### config.mk
export PLATFORM = sky130hd
export DESIGN_NAME = dup_vote_stage
export DESIGN_NICKNAME = d
export VERILOG_FILES = /design/src/rtl/dv_pkg.sv /design/src/rtl/dv_vote_core.sv /design/src/rtl/dv_safe_gen.sv /design/src/rtl/dv_fault_state.sv /design/src/rtl/dup_vote_stage.sv
export SDC_FILE = /design/constraint.sdc
export NUM_CORES = 1
export LEC_CHECK = 0
export BUFFER_PORTS_ARGS = -buffer_cell sky130_fd_sc_hd__buf_4
export CAP_MARGIN = 20
export CORE_ASPECT_RATIO = 0.75
export CORE_UTILIZATION = 53
export CTS_CLUSTER_DIAMETER = 100
export DETAILED_ROUTE_END_ITERATION = 8
export PLACE_DENSITY = 0.9
export SYNTH_ARGS = -nofsm -noshare
export SYNTH_HDL_FRONTEND = slang
export SYNTH_SLANG_ARGS = --single-unit
### constraint.sdc
create_clock -name clk -period 3.5 [get_ports clk]
set_clock_uncertainty 0.05 [all_clocks]
set_input_delay 0.7 -clock clk [delete_from_list [all_inputs] [get_ports clk]]
set_output_delay 0.7 -clock clk [all_outputs]
set_load 0.05 [all_outputs]
### src/rtl/dv_pkg.sv
package dv_pkg;
  typedef enum logic [1:0] {
    MODE_ALONE   = 2'd0,
    MODE_VOTE    = 2'd1,
    MODE_SINGLE  = 2'd2,
    MODE_SURVIVE = 2'd3
  } op_mode_e;

  typedef enum logic [1:0] {
    SAFE_ZERO = 2'd0,
    SAFE_ONE  = 2'd1,
    SAFE_HIZ  = 2'd2,
    SAFE_HOLD = 2'd3
  } safe_kind_e;
endpackage

### src/rtl/dv_vote_core.sv
module dv_vote_core #(
  parameter int WIDTH = 8
) (
  input  logic [WIDTH-1:0] a_i,
  input  logic [WIDTH-1:0] b_i,
  input  logic [WIDTH-1:0] c_i,
  input  logic             dis_a_i,
  output logic             ab_diff_o,
  output logic             a_ok_o,
  output logic             b_ok_o,
  output logic [WIDTH-1:0] surv_o,
  output logic             surv_ok_o
);
  always_comb begin
    ab_diff_o = (a_i != b_i);
    a_ok_o    = (a_i == c_i);
    b_ok_o    = (b_i == c_i);
    surv_o    = dis_a_i ? b_i : a_i;
    surv_ok_o = dis_a_i ? b_ok_o : a_ok_o;
  end
endmodule

### src/rtl/dv_safe_gen.sv
module dv_safe_gen
  import dv_pkg::*;
#(
  parameter int WIDTH = 8
) (
  input  safe_kind_e       kind_i,
  input  logic [WIDTH-1:0] hold_i,
  output logic [WIDTH-1:0] val_o,
  output logic             oe_o
);
  for (genvar i = 0; i < WIDTH; i++) begin : g_bit
    always_comb begin
      case (kind_i)
        SAFE_ONE:  val_o[i] = 1'b1;
        SAFE_HOLD: val_o[i] = hold_i[i];
        default:   val_o[i] = 1'b0;
      endcase
    end
  end
  assign oe_o = (kind_i != SAFE_HIZ);
endmodule

### src/rtl/dv_fault_state.sv
module dv_fault_state
  import dv_pkg::*;
(
  input  logic     clk,
  input  logic     rst_n,
  input  op_mode_e mode_i,
  input  logic     match_i,
  input  logic     ab_diff_i,
  input  logic     a_ok_i,
  input  logic     b_ok_i,
  input  logic     surv_ok_i,
  output logic     live_err_o,
  output logic     err_q_o,
  output logic     dis_a_q_o,
  output logic     dis_b_q_o,
  output logic     dbl_q_o
);
  logic err_d, dis_a_d, dis_b_d, dbl_d;
  logic none_dis;

  assign none_dis = !dis_a_q_o && !dis_b_q_o;

  always_comb begin
    case (mode_i)
      MODE_ALONE:  live_err_o = ab_diff_i;
      MODE_VOTE:   live_err_o = none_dis ? ab_diff_i : (match_i && !surv_ok_i);
      MODE_SINGLE: live_err_o = match_i && !surv_ok_i;
      default:     live_err_o = 1'b0;
    endcase
  end

  always_comb begin
    err_d   = err_q_o;
    dis_a_d = dis_a_q_o;
    dis_b_d = dis_b_q_o;
    dbl_d   = dbl_q_o;
    case (mode_i)
      MODE_ALONE: err_d = err_q_o || live_err_o;
      MODE_VOTE: begin
        if (dbl_q_o) begin
          err_d = 1'b1;
        end else if (none_dis) begin
          if (match_i && a_ok_i && !b_ok_i) begin
            dis_b_d = 1'b1;
            err_d   = 1'b0;
          end else if (match_i && b_ok_i && !a_ok_i) begin
            dis_a_d = 1'b1;
            err_d   = 1'b0;
          end else if (match_i && !a_ok_i && !b_ok_i) begin
            dbl_d = 1'b1;
            err_d = 1'b1;
          end else begin
            err_d = err_q_o || live_err_o;
          end
        end else if (match_i) begin
          err_d = !surv_ok_i;
          dbl_d = !surv_ok_i;
        end
      end
      MODE_SINGLE: if (match_i) err_d = !surv_ok_i;
      default: ;
    endcase
  end

  always_ff @(posedge clk or negedge rst_n) begin
    if (!rst_n) begin
      err_q_o   <= 1'b0;
      dis_a_q_o <= 1'b0;
      dis_b_q_o <= 1'b0;
      dbl_q_o   <= 1'b0;
    end else begin
      err_q_o   <= err_d;
      dis_a_q_o <= dis_a_d;
      dis_b_q_o <= dis_b_d;
      dbl_q_o   <= dbl_d;
    end
  end
endmodule

### src/rtl/dup_vote_stage.sv
module dup_vote_stage
  import dv_pkg::*;
#(
  parameter int WIDTH = 8
) (
  input  logic             clk,
  input  logic             rst_n,
  input  logic [1:0]       mode_i,
  input  logic [1:0]       safe_sel_i,
  input  logic [WIDTH-1:0] rep_a_i,
  input  logic [WIDTH-1:0] rep_b_i,
  input  logic             exp_load_i,
  input  logic [WIDTH-1:0] exp_data_i,
  input  logic             match_i,
  output logic [WIDTH-1:0] z_o,
  output logic             z_oe_o,
  output logic             err_o,
  output logic             dis_a_o,
  output logic             dis_b_o,
  output logic             dbl_fault_o
);
  localparam int SyncDepth = 2;

  op_mode_e         mode;
  logic [SyncDepth-1:0] rsync_q;
  logic             rst_int_n;
  logic [WIDTH-1:0] exp_q, exp_d;
  logic [WIDTH-1:0] hold_q, hold_d;
  logic [WIDTH-1:0] surv, safe_val, drive_val;
  logic             safe_oe, use_safe;
  logic             ab_diff, a_ok, b_ok, surv_ok, live_err, err_q;

  assign mode = op_mode_e'(mode_i);

  always_ff @(posedge clk or negedge rst_n) begin
    if (!rst_n) rsync_q <= '0;
    else        rsync_q <= {rsync_q[SyncDepth-2:0], 1'b1};
  end
  assign rst_int_n = rsync_q[SyncDepth-1];

  dv_vote_core #(.WIDTH(WIDTH)) u_vote (
    .a_i(rep_a_i), .b_i(rep_b_i), .c_i(exp_q), .dis_a_i(dis_a_o),
    .ab_diff_o(ab_diff), .a_ok_o(a_ok), .b_ok_o(b_ok),
    .surv_o(surv), .surv_ok_o(surv_ok)
  );

  dv_fault_state u_state (
    .clk(clk), .rst_n(rst_int_n), .mode_i(mode), .match_i(match_i),
    .ab_diff_i(ab_diff), .a_ok_i(a_ok), .b_ok_i(b_ok), .surv_ok_i(surv_ok),
    .live_err_o(live_err), .err_q_o(err_q), .dis_a_q_o(dis_a_o),
    .dis_b_q_o(dis_b_o), .dbl_q_o(dbl_fault_o)
  );

  dv_safe_gen #(.WIDTH(WIDTH)) u_safe (
    .kind_i(safe_kind_e'(safe_sel_i)), .hold_i(hold_q),
    .val_o(safe_val), .oe_o(safe_oe)
  );

  assign err_o = err_q || live_err;

  always_comb begin
    case (mode)
      MODE_ALONE:   begin use_safe = err_o;    drive_val = rep_a_i; end
      MODE_VOTE:    begin
        use_safe  = dbl_fault_o || ((!dis_a_o && !dis_b_o) ? err_o : live_err);
        drive_val = surv;
      end
      MODE_SINGLE:  begin use_safe = 1'b0;     drive_val = surv;    end
      default:      begin use_safe = !match_i; drive_val = exp_q;   end
    endcase
    z_o    = use_safe ? safe_val : drive_val;
    z_oe_o = use_safe ? safe_oe : 1'b1;
  end

  always_comb begin
    exp_d  = exp_load_i ? exp_data_i : exp_q;
    hold_d = use_safe ? hold_q : drive_val;
  end

  always_ff @(posedge clk or negedge rst_int_n) begin
    if (!rst_int_n) begin
      exp_q  <= '0;
      hold_q <= '0;
    end else begin
      exp_q  <= exp_d;
      hold_q <= hold_d;
    end
  end
endmodule

==> results.md <==
- Slowest cell on crit path: a221o_1
- Sw Ratio: 0.336
- Worst VDD drop: between 0.2 and 0.3 mV
- Max-cap viol count: 0
- Die width: 67.9 µm
- Synth warn: 0
- First-pass GRT wire length: 7070 µm
- Fin crit share: 1.01
- DR pass1 iterations: 5
- Worst hold margin: approximately 0.15 ns
- Remaining DRCs: 0
- Die height: roughly 51 µm
- # IOs: 45
- Synthesis-stage register bit count: 22
- Int Pwr: about 580 µW
- Reg clk slew, reported paths: around 0.08 ns
- Syn Area/Cell: a little under 10 µm²
- Required @ worst endpoint: around 2.8 ns
- Outcome: complete, but fails checks
- Main combinational cell family by area after synthesis: compound AO/OA/AOI/OAI gates
- Simple-gate area share of the yosys netlist: 0.175
- Post-Syn Nets: 210
- Post-Syn Instances: around 170
- Clk network pwr share: 0.273
- Final WL: a little under 5000 µm
- Period minus WS final: about 3.5 ns
- Crit path launch type: input port
- Most frequent cells after synthesis: 24 x xnor2_1, 22 x dfrtp_1, 17 x a221o_1
- Final setup TNS: -0.330 ns
- CTS Hold Bufs: 0
- Cell with the most instances after synthesis: xnor2_1
- Post-synth EDFFs: 0
- Worst min path class: in -> async
- Sequential Power Share: 0.365
- Gate power share: 0.361
- Antenna violation net count after detailed routing: 0
- Sequential share of the synthesized area: 0.319
- Sink Count: 22
- Gpl congestion: around 0.9
- GRT Overall Usage: 0.277
- Vias per Instance: ~6.8
- CP endpoint kind: primary output
- Latest clock arrival within the worst-skew pair: roughly 0.26 ns
- Top-area cell type share of the netlist area: 0.319
- Post-Synth Adder-Cell Area: 0.0290
- Number of global-route vias before repair: 1,532
- Slew Viols, Final: 0
- CTS tree: done
- Least-Margin Pin Slew: about 0.82 ns
- Initial antenna violation count: 0
- Core Region: roughly 3000 µm²
- DR vias: 1,743
- Ys async rst share: 1.00
- # setup viols final: 8
- Critical path's largest stage delay: 0.37 ns
- Post-synthesis mux area share: 0.0522
- Post-Synth XOR/XNOR Area: 0.122
- Cell taking the most area after synthesis: dfrtp_1
- Worst-path cell chain: buf_4 -> xnor2_1 -> nand4_1 -> or2_1 -> a221o_1 -> o21bai_2 -> o31ai_4 -> a221o_1 -> buf_4
- CTS Buf Count: 3
- Worst slew margin: 0.454
- # rows: 17
- Top cells by area, synth: dfrtp_1 32%, xnor2_1 12%, a221o_1 9.9%
- Share of cells above drive strength 1: 0.327
- Initial Util: 0.572
- FMAX: roughly 280 MHz
- Complex-gate fraction of the synthesized area: 0.264
- Area added between synthesis and finish: 27.2%
- FF-to-FF setup slack: roughly 0.93 ns
- Total grt overflow: 0
- # H-tree levels: 1
- Wire length per cell: 19.0 µm
- Top_reg_cell synth: dfrtp_1
- Root Buffer: clkbuf_8
- Fin worst setup slack: -0.0492 ns
- Cell variety after synth: 44
- Power Density: 397 nW/µm²
- Port bufs: between 40 and 50
- DRT iter0 DRCs: between 200 and 250
- Nets: approximately 260
- DPL Wire Length: approximately 3400 µm
- CP Data Arrival Time: 2.80 ns
- Failing checks: negative setup slack
- Mapped Area: between 1500 and 2000 µm²
- Critical-path maximum fanout: 8
- P_sw: between 200 and 300 µW
- CTS max path bufs: 2
- Final hold viol count: 0
- Antenna Cells: 0
- Worst setup path class: in -> out
- Pleak: between 0.9 and 1 nW
- Die Area: roughly 3500 µm²
- Pin count of the biggest net entering global routing: 21
-- layer usage --
metal | vias to the layer above | global-route usage | wire length, µm
met3 | 28 | 0.0513 | 534
met1 | 811 | 0.377 | 1970
li1 | 758 | - | -
met5 | - | 0 | 0
met2 | 146 | 0.447 | 2190
met4 | 0 | 0.0764 | 197
-- state kept, by name, indices dropped and copies added (netlist names) --
signal / count
exp_q: 8
hold_q: 8
rsync_q: 2
u_state.dbl_q_o: 1
u_state.dis_a_q_o: 1
u_state.dis_b_q_o: 1
u_state.err_q_o: 1
-- cell usage in the layout, fill, tap and decap left out, types with 2 or more instances in the layout --
| master | netlist | layout |
|---|---|---|
| ha_1 | 4 | 4 |
| inv_1 | 7 | 7 |
| nand4_1 | 6 | 6 |
| mux2_2 | 8 | 8 |
| a21o_1 | 2 | 2 |
| and3_1 | 8 | 8 |
| o21a_1 | 2 | 2 |
| nor3_1 | 4 | 4 |
| buf_4 | 0 | 48 |
| clkbuf_8 | 0 | 3 |
| nand3_1 | 3 | 3 |
| nand2_1 | 8 | 8 |
| xnor2_2 | 0 | 4 |
| nand2b_1 | 8 | 8 |
| a22o_1 | 8 | 8 |
| o21ai_0 | 2 | 2 |
| xnor2_1 | 24 | 20 |
| nor2_1 | 9 | 9 |
| a221o_1 | 17 | 17 |
| and4_1 | 2 | 2 |
| dfrtp_1 | 22 | 22 |
| o31a_1 | 2 | 2 |
-- layout make-up --
class,instances,area (µm²)
fill,213,823
clock inverter,1,30.0
sequential,22,551
inverter,7,26.3
multi-input combinational,139,1140
clock buffer,3,41.3
timing repair buffer,48,360
tap,38,47.5
-- cells by family after synthesis --
group,count (synthesis)
adder cells (fa/ha/maj),4
AND/OR/NAND/NOR,54
buffers and inverters,13
AO/OA/AOI/OAI,48
other,1
multiplexers,8
flip-flops,22
XOR/XNOR,24
-- per-stage QoR --
| step | utilization | area (µm²) | std cells | setup WS [ns] | power (mW) |
|---|---|---|---|---|---|
| after floorplan | - | 1730 | 174 | 0.202 | 0.526 |
| after global placement | 0.689 | 2080 | 252 | 0.122 | 0.613 |
| after detailed placement | 0.689 | 2080 | 252 | 0.0869 | 0.618 |
| after CTS | 0.713 | 2150 | 256 | 0.0667 | 0.859 |
| after global routing | 0.727 | 2200 | 258 | -0.180 | 0.913 |
| final | 0.727 | 2200 | 258 | -0.0492 | 0.873 |
-- worst max-delay path, delay by kind of cell --
| kind | cells | cell delay (ns) |
|---|---|---|
| buf+inv | 2 | 0.32 |
| compound gates | 4 | 1.03 |
| simple gates | 2 | 0.52 |
| xor+xnor | 1 | 0.23 |
-- worst paths after layout --
path / start / end / cells after the start
max in group asynchronous: rsync_q[1] / hold_q[1] / 0
hold / removal: rst_n / rsync_q[0] / 1
hold reg to reg: rsync_q[1] / exp_q[7] / 0
setup reg to reg: exp_q[1] / hold_q[1] / 8
setup / recovery: rep_b_i[1] / z_o[1] / 9
min in group clk: rsync_q[0] / rsync_q[1] / 0
-- repair_timing --
| item | 4_1_cts | 5_1_grt |
|---|---|---|
| setup buffers | 0 | 2 |
| endpoints found under the setup margin | 0 | 8 |
| gates resized for setup | 0 | 4 |
-- power groups by stage --
stage | clock [mW] | combinational, mW | sequential [mW]
floorplan | 0 | 0.216 | 0.310
global placement | 0 | 0.293 | 0.320
detailed placement | 0 | 0.298 | 0.320
CTS | 0.243 | 0.300 | 0.316
global route | 0.254 | 0.336 | 0.324
finish | 0.239 | 0.315 | 0.319
Note: power is estimated with default switching activity, not from simulation.
